[config.mk]
export PLATFORM = sky130hd
export DESIGN_NAME = byte_word_bridge
export DESIGN_NICKNAME = d
export VERILOG_FILES = /design/src/rtl/bwb_pkg.sv /design/src/rtl/bwb_host_decode.sv /design/src/rtl/bwb_pair_ctl.sv /design/src/rtl/bwb_dev_seq.sv /design/src/rtl/byte_word_bridge.sv
export SDC_FILE = /design/constraint.sdc
export NUM_CORES = 1
export LEC_CHECK = 0
export BUFFER_PORTS_ARGS = -buffer_cell sky130_fd_sc_hd__buf_2
export CAP_MARGIN = 20
export CORE_UTILIZATION = 51
export CTS_BUF_LIST = sky130_fd_sc_hd__clkbuf_8
export CTS_CLUSTER_DIAMETER = 80
export CTS_CLUSTER_SIZE = 28
export DETAILED_ROUTE_END_ITERATION = 10
export GPL_TIMING_DRIVEN = 0
export PLACE_DENSITY = 0.84
export SYNTH_ARGS = -nofsm -noshare
export SYNTH_HDL_FRONTEND = slang
export SYNTH_SLANG_ARGS = --single-unit
export TNS_END_PERCENT = 20
[constraint.sdc]
create_clock -name clk -period 2.1 [get_ports clk]
set_input_delay 0 -clock clk [delete_from_list [all_inputs] [get_ports clk]]
set_output_delay 0 -clock clk [all_outputs]
set_load 0.03 [all_outputs]
[src/rtl/bwb_pkg.sv]
package bwb_pkg;

  localparam logic [2:0] DATA_IDX = 3'd0;

  typedef struct packed {
    logic        cs1;
    logic [2:0]  idx;
    logic        wr;
    logic [15:0] data;
  } dev_req_t;

  typedef enum logic [1:0] {
    SQ_IDLE,
    SQ_SETUP,
    SQ_STRB,
    SQ_HOLD
  } seq_st_t;

endpackage

[src/rtl/bwb_host_decode.sv]
module bwb_host_decode #(
  parameter int HADDR_W = 8,
  parameter logic [HADDR_W-1:0] BASE_ADDR = 'h30
) (
  input  logic               clk,
  input  logic               rst,
  input  logic [HADDR_W-1:0] h_addr,
  input  logic [7:0]         h_wdata,
  input  logic               h_out,
  input  logic               h_in,
  output logic               cur_hit,
  output logic               cur_cs1,
  output logic [2:0]         cur_idx,
  output logic               out_evt,
  output logic               in_evt,
  output logic               evt_cs1,
  output logic [2:0]         evt_idx,
  output logic [7:0]         evt_data
);
  localparam int WIN_LSB = 4;

  logic               out_q, in_q;
  logic [HADDR_W-1:0] addr_q;
  logic [7:0]         data_q;
  logic               hit_q;

  // strobe level and qualifiers from the previous clock; the event fires on the first low clock
  always_ff @(posedge clk) begin
    if (rst) begin
      out_q  <= 1'b0;
      in_q   <= 1'b0;
      addr_q <= '0;
      data_q <= '0;
    end else begin
      out_q  <= h_out;
      in_q   <= h_in;
      addr_q <= h_addr;
      data_q <= h_wdata;
    end
  end

  assign cur_hit  = (h_addr[HADDR_W-1:WIN_LSB] == BASE_ADDR[HADDR_W-1:WIN_LSB]);
  assign hit_q    = (addr_q[HADDR_W-1:WIN_LSB] == BASE_ADDR[HADDR_W-1:WIN_LSB]);
  assign cur_cs1  = h_addr[3];
  assign cur_idx  = h_addr[2:0];
  assign out_evt  = out_q & ~h_out & hit_q;
  assign in_evt   = in_q & ~h_in & hit_q;
  assign evt_cs1  = addr_q[3];
  assign evt_idx  = addr_q[2:0];
  assign evt_data = data_q;

endmodule

[src/rtl/bwb_pair_ctl.sv]
module bwb_pair_ctl
  import bwb_pkg::*;
#(
  parameter int SECT_WORDS = 256
) (
  input  logic       clk,
  input  logic       rst,
  input  logic       out_evt,
  input  logic       in_evt,
  input  logic       evt_cs1,
  input  logic [2:0] evt_idx,
  input  logic [7:0] evt_data,
  input  logic       busy,
  input  logic       done_rd,
  output logic       start,
  output dev_req_t   req,
  output logic       tog,
  output logic       rv,
  output logic       overrun
);
  localparam int WW = $clog2(SECT_WORDS + 1);

  logic [7:0]    lo_byte;
  logic [WW-1:0] wrem;
  logic          is_data;
  logic          want_rd;

  assign is_data = !evt_cs1 && (evt_idx == DATA_IDX);
  assign want_rd = in_evt && is_data && !busy && (wrem != '0) &&
                   ((!rv && !tog) || (rv && tog));

  always_comb begin
    start = 1'b0;
    req   = '0;
    if (out_evt && !busy) begin
      if (!is_data) begin
        start = 1'b1;
        req   = '{cs1: evt_cs1, idx: evt_idx, wr: 1'b1, data: {8'h00, evt_data}};
      end else if (tog) begin
        start = 1'b1;
        req   = '{cs1: 1'b0, idx: DATA_IDX, wr: 1'b1, data: {evt_data, lo_byte}};
      end
    end else if (want_rd) begin
      start = 1'b1;
      req   = '{cs1: 1'b0, idx: DATA_IDX, wr: 1'b0, data: 16'h0000};
    end
  end

  always_ff @(posedge clk) begin
    if (rst) begin
      tog     <= 1'b0;
      lo_byte <= '0;
      rv      <= 1'b0;
      wrem    <= WW'(SECT_WORDS);
      overrun <= 1'b0;
    end else begin
      if (done_rd) rv <= 1'b1;
      if (out_evt) begin
        if (busy) overrun <= 1'b1;
        else if (is_data) begin
          if (!tog) lo_byte <= evt_data;
          tog <= ~tog;
        end else begin
          tog  <= 1'b0;
          rv   <= 1'b0;
          wrem <= WW'(SECT_WORDS);
        end
      end else if (in_evt && is_data) begin
        if (busy) overrun <= 1'b1;
        else if (rv) begin
          tog <= ~tog;
          if (tog) rv <= 1'b0;
        end
        if (want_rd) wrem <= wrem - 1'b1;
      end
    end
  end

endmodule

[src/rtl/bwb_dev_seq.sv]
module bwb_dev_seq
  import bwb_pkg::*;
#(
  parameter int STROBE_CLKS = 4
) (
  input  logic        clk,
  input  logic        rst,
  input  logic        start,
  input  dev_req_t    req,
  input  logic [15:0] dev_rdata,
  output logic        busy,
  output logic        done_rd,
  output logic        s_cs1,
  output logic [2:0]  s_idx,
  output logic        s_rd,
  output logic        s_wr,
  output logic [15:0] s_wdata,
  output logic        s_wdata_en,
  output logic [15:0] rword
);
  localparam int CW = $clog2(STROBE_CLKS + 1);
  localparam logic [CW-1:0] LAST = CW'(STROBE_CLKS - 1);

  seq_st_t       st;
  logic [CW-1:0] cnt;
  dev_req_t      cur;

  always_ff @(posedge clk) begin
    if (rst) begin
      st    <= SQ_IDLE;
      cnt   <= '0;
      cur   <= '0;
      rword <= '0;
    end else begin
      case (st)
        SQ_IDLE: if (start) begin
          cur <= req;
          st  <= SQ_SETUP;
        end
        SQ_SETUP: begin
          cnt <= '0;
          st  <= SQ_STRB;
        end
        SQ_STRB: begin
          if (cnt == LAST) begin
            if (!cur.wr) rword <= dev_rdata;
            st <= SQ_HOLD;
          end else begin
            cnt <= cnt + 1'b1;
          end
        end
        SQ_HOLD: st <= SQ_IDLE;
        default: st <= SQ_IDLE;
      endcase
    end
  end

  assign busy       = (st != SQ_IDLE);
  assign s_rd       = (st == SQ_STRB) && !cur.wr;
  assign s_wr       = (st == SQ_STRB) && cur.wr;
  assign done_rd    = (st == SQ_HOLD) && !cur.wr;
  assign s_cs1      = cur.cs1;
  assign s_idx      = cur.idx;
  assign s_wdata    = cur.data;
  assign s_wdata_en = busy && cur.wr;

endmodule

[src/rtl/byte_word_bridge.sv]
module byte_word_bridge
  import bwb_pkg::*;
#(
  parameter int HADDR_W = 8,
  parameter logic [HADDR_W-1:0] BASE_ADDR = 'h30,
  parameter int STROBE_CLKS = 4,
  parameter int SECT_WORDS = 256
) (
  input  logic               clk,
  input  logic               rst,
  input  logic [HADDR_W-1:0] h_addr,
  input  logic [7:0]         h_wdata,
  output logic [7:0]         h_rdata,
  input  logic               h_out,
  input  logic               h_in,
  output logic               busy,
  output logic               overrun,
  output logic [2:0]         dev_addr,
  output logic               dev_sel0_n,
  output logic               dev_sel1_n,
  output logic               dev_rd_n,
  output logic               dev_wr_n,
  output logic [15:0]        dev_wdata,
  output logic               dev_wdata_en,
  input  logic [15:0]        dev_rdata
);
  logic       cur_hit, cur_cs1;
  logic [2:0] cur_idx;
  logic       out_evt, in_evt, evt_cs1;
  logic [2:0] evt_idx;
  logic [7:0] evt_data;
  logic       start, tog, rv, done_rd;
  dev_req_t   req;
  logic       s_cs1, s_rd, s_wr;
  logic [2:0] s_idx;
  logic [15:0] rword;
  logic       cur_data, pass;

  bwb_host_decode #(.HADDR_W(HADDR_W), .BASE_ADDR(BASE_ADDR)) u_dec (
    .clk(clk), .rst(rst), .h_addr(h_addr), .h_wdata(h_wdata),
    .h_out(h_out), .h_in(h_in), .cur_hit(cur_hit), .cur_cs1(cur_cs1),
    .cur_idx(cur_idx), .out_evt(out_evt), .in_evt(in_evt),
    .evt_cs1(evt_cs1), .evt_idx(evt_idx), .evt_data(evt_data)
  );

  bwb_pair_ctl #(.SECT_WORDS(SECT_WORDS)) u_pair (
    .clk(clk), .rst(rst), .out_evt(out_evt), .in_evt(in_evt),
    .evt_cs1(evt_cs1), .evt_idx(evt_idx), .evt_data(evt_data),
    .busy(busy), .done_rd(done_rd), .start(start), .req(req),
    .tog(tog), .rv(rv), .overrun(overrun)
  );

  bwb_dev_seq #(.STROBE_CLKS(STROBE_CLKS)) u_seq (
    .clk(clk), .rst(rst), .start(start), .req(req), .dev_rdata(dev_rdata),
    .busy(busy), .done_rd(done_rd), .s_cs1(s_cs1), .s_idx(s_idx),
    .s_rd(s_rd), .s_wr(s_wr), .s_wdata(dev_wdata),
    .s_wdata_en(dev_wdata_en), .rword(rword)
  );

  // single-byte register reads bypass the sequencer while it is idle
  assign cur_data = !cur_cs1 && (cur_idx == DATA_IDX);
  assign pass     = h_in && cur_hit && !cur_data && !busy;

  assign dev_addr   = busy ? s_idx : cur_idx;
  assign dev_sel0_n = ~((busy && !s_cs1) || (pass && !cur_cs1));
  assign dev_sel1_n = ~((busy && s_cs1) || (pass && cur_cs1));
  assign dev_rd_n   = ~(s_rd || pass);
  assign dev_wr_n   = ~s_wr;

  always_comb begin
    h_rdata = 8'h00;
    if (h_in && cur_hit && !busy) begin
      if (!cur_data)  h_rdata = dev_rdata[7:0];
      else if (rv)    h_rdata = tog ? rword[15:8] : rword[7:0];
    end
  end

endmodule

==> impl_results.rst <==
.. list-table::
   :header-rows: 1

   * - Metric
     - Value
   * - Number of buffers created by CTS
     - 9
   * - Worst setup slack for register-to-register paths
     - -0.02 ns
   * - Global routing met2 resource utilization
     - 45.8%
   * - Pre-Repair DR Iteration Count
     - 8
   * - Total via count after detailed routing
     - 3406
   * - Worst IR drop on VDD
     - 509 uV
   * - Cell count of the worst reg-to-reg path
     - 8
   * - Post-layout nets
     - 570
   * - Final period utilization
     - 101%
   * - GRT busiest layer
     - met2
   * - Crit Path Class
     - register to register
   * - Portion of the post-synthesis area used by sequential elements
     - 45.9%
   * - Global routing met3 resource utilization
     - 6.39%
   * - GRT Util Overall
     - 26.7%
   * - Capture point of the critical path
     - u_pair.wrem[3]
   * - Reported max-cap violation count
     - 0
   * - Buffers from clock root to sink, at most
     - 2
   * - Floorplan die width
     - about 85 microns
   * - Fraction of final layout cells with drive strength greater than 1
     - 27.1%
   * - Launching element of the worst setup path
     - u_pair.wrem[0]
   * - Global-route wire length before repair
     - 14.8 mm
   * - Ys Warns
     - 0
   * - Worst Clk Skew
     - 0.00731 ns
   * - Slew at the pin closest to its max-slew limit
     - 0.625 ns
   * - Outcome
     - complete, but fails checks
   * - Total Negative Setup Slacks
     - -0.0155 ns
   * - Violations in the final reports
     - setup timing
   * - Die outline area
     - 7180 sq um
   * - Antenna Diode Count
     - 0
   * - Cell area power density
     - 672 nW/um^2
   * - Routability-driven placement congestion ratio
     - 0.855
   * - Maximum number of pins on one net before global-route repair
     - 15
   * - Kind of path behind the tightest hold check
     - primary input to register
   * - Vias per std cell
     - 5.59
   * - CP Capture Type
     - register
   * - TritonCTS clock tree
     - done
   * - Cell area after synthesis
     - 3490 sq um
   * - Global routing met1 resource utilization
     - 30.8%
   * - Required time worst endpoint
     - 2.34 ns
   * - Arrival time of data at the critical path endpoint
     - roughly 2.4 ns
   * - Highest achievable clock rate
     - 473 MHz
   * - Final Core Density
     - between 70% and 80%
   * - Final HPWL from detailed placement
     - 5.82 mm
   * - Syn Area/Cell
     - roughly 8.6 sq um
   * - Number of pins with negative max-slew slack in the final report
     - 0
   * - Synth Register Bits
     - 80
   * - Count of H-tree levels built during CTS
     - 3
   * - Filler instances
     - 474
   * - Minimum setup slack in the final design
     - -0.0155 ns
   * - Grt total ovfl
     - 0
   * - Shortest period the worst path allows
     - 2.12 ns
   * - Std cell rows
     - 29
   * - Peak fanout along the critical path
     - 5
   * - Number of hold violations in the final report
     - 0
   * - Via count of the first global-routing pass
     - 3233
   * - DRC violation total after the first TritonRoute iteration
     - between 200 and 300
   * - Die outline height
     - 84.7 microns
   * - Net Count, Synth
     - ~450
   * - RSZ-0062 raised after global routing
     - true
   * - R2r startpoint
     - u_pair.wrem[0]
   * - Number of instances in the synthesized netlist
     - 406
   * - Commonest cells after routing, fill and taps aside
     - dfxtp_1 (76), buf_2 (72), nand2_1 (64)
   * - Nature of the critical path startpoint
     - register
   * - CTS clock-pin slew for the worst setup and hold paths
     - 0.08 ns
   * - Worst hold slack after final layout
     - around 0.075 ns
   * - R2R Path End
     - u_pair.wrem[3]
   * - Unique cell type count in the Yosys netlist
     - 44
   * - Average routed wire per standard cell
     - between 15 and 20 microns
   * - Most common cell after layout, fill and taps aside
     - dfxtp_1
   * - Floorplan core area
     - 6490 sq um
   * - Final wirelength
     - 9.46 mm
   * - DRC violations left
     - 0
   * - Antenna violations before repair
     - 0
   * - Final count of negative-setup-slack endpoints
     - 1
   * - Buffer cell driving the clock tree root
     - clkbuf_8
   * - Max-Slew Margin vs Limit
     - 58.1%
   * - Clock Latency Late Sink
     - 0.36 ns
   * - Area growth from synthesis to layout
     - 32.1%
   * - Top-Level Pins
     - 70
   * - Port Buffer Count
     - 68
   * - Starting density of the core
     - 53.7%
   * - Post-route antenna net violation count
     - 0
   * - Total leakage power
     - 0.00189 uW
   * - Clock net sink count
     - 80
-- power breakdown --
part / total, uW / internal, uW / switching [uW]
combinational: 373 / 155 / 217
clock: 1160 / 585 / 576
sequential: 1560 / 1540 / 21.3
total: 3100 / 2280 / 815
-- layout make-up --
class | instances | area (sq um) | area share, %
buffer | 37 | 216 | 4.70
clock buffer | 10 | 138 | 2.99
tap | 77 | 96.3 | 2.09
sequential | 80 | 1610 | 34.9
inverter | 10 | 37.5 | 0.815
timing repair buffer | 110 | 743 | 16.1
clock inverter | 6 | 68.8 | 1.49
multi-input combinational | 279 | 1700 | 36.9
-- layer usage --
metal	wire length (microns)	part of all wire (%)
met5	0	0
met1	3750	40
met3	721	7.6
met2	4680	49
met4	306	3.2
-- worst max-delay path, cell delays in order (launching register included) --
cell and delay [ns]:
dfxtp_2 0.36, inv_2 0.06, ha_4 0.16, nor2b_2 0.16, a311oi_4 0.43, buf_4 0.19
nand2_1 0.15, o41ai_1 0.35, a21oi_1 0.14
-- synthesized netlist by cell type --
library cell	number	area [sq um]
a21o_1	1	7.51
a21oi_1	31	155
a221oi_1	1	8.76
a22oi_1	24	180
a311oi_4	1	26.3
and2_1	1	6.26
and3_1	2	12.5
and4_1	1	8.76
and4bb_1	1	12.5
buf_2	6	30.0
buf_4	16	120
clkbuf_1	15	56.3
dfxtp_1	80	1600
ha_1	7	87.6
inv_1	9	33.8
inv_2	1	3.75
mux2_2	3	33.8
mux2i_1	17	170
nand2_1	64	240
nand2_2	1	6.26
nand2b_1	4	25.0
nand3_1	12	60.1
nand4_1	1	6.26
nand4_2	1	12.5
nand4bb_1	1	11.3
nor2_1	48	180
nor2b_1	22	138
nor3_2	2	20.0
nor3_4	1	16.3
nor3b_1	1	7.51
nor4_1	2	12.5
nor4_2	1	12.5
nor4bb_1	1	10.0
o21a_1	1	7.51
o21ai_0	11	55.1
o21ai_1	1	5.00
o31ai_1	1	7.51
o41ai_1	2	17.5
or2_0	1	6.26
or2_2	1	6.26
or3_1	1	6.26
or4_1	4	30.0
xnor2_1	1	8.76
xor2_1	3	26.3
-- how the worst min path moves through the flow --
stage                          start           endpoint  cells past startpoint  slack (ns)
after global routing             rst  u_dec.evt_data[2]                      2        0.09
after CTS                        rst    u_dec.addr_q[5]                      2        0.08
final                            rst    u_dec.addr_q[5]                      2        0.07
after detailed placement  h_wdata[4]  u_dec.evt_data[4]                      2        0.22
after floorplan            h_addr[0]    u_dec.addr_q[0]                      1        0.13
after global placement    h_wdata[6]  u_dec.evt_data[6]                      2        0.21
-- flip-flops by register name (all words and copies together), names as in the netlist, 2 cells and up --
name / flops
u_seq.s_wdata: 16
u_seq.s_idx: 3
u_seq.rword: 16
u_pair.lo_byte: 8
u_dec.addr_q: 8
u_seq.st: 2
u_dec.evt_data: 8
u_pair.wrem: 9
u_seq.cnt: 3
-- per-stage QoR --
| step | total power (uW) | setup slack [ns] | std cells | instance area [sq um] |
|---|---|---|---|---|
| after global routing | 3210 | -0.0879 | 609 | 4610 |
| after floorplan | 1790 | 0.203 | 406 | 3490 |
| after detailed placement | 1900 | -0.118 | 551 | 3930 |
| after CTS | 3090 | 0.000832 | 603 | 4510 |
| final | 3100 | -0.0155 | 609 | 4610 |
| after global placement | 1890 | -0.0982 | 551 | 3930 |
-- logic make-up after synthesis --
group / after synthesis / synth area share (%)
adders and majority gates: 7 / 2.51
muxes: 20 / 5.84
DFF: 80 / 45.9
AOI/OAI and AO/OA: 74 / 13.5
and+or+nand+nor: 174 / 24.3
buffers and inverters: 47 / 6.99
xor gates and xnor gates: 4 / 1.00
-- timing repair --
item / CTS / global route
hold buffers: 34 / 0
endpoints found under the hold margin: 34 / 0
gates resized for setup: 7 / 21
setup endpoints to repair: 32 / 54
setup buffers: 2 / 6
pin swaps: 1 / 7
(Power assumes the default switching activity.)
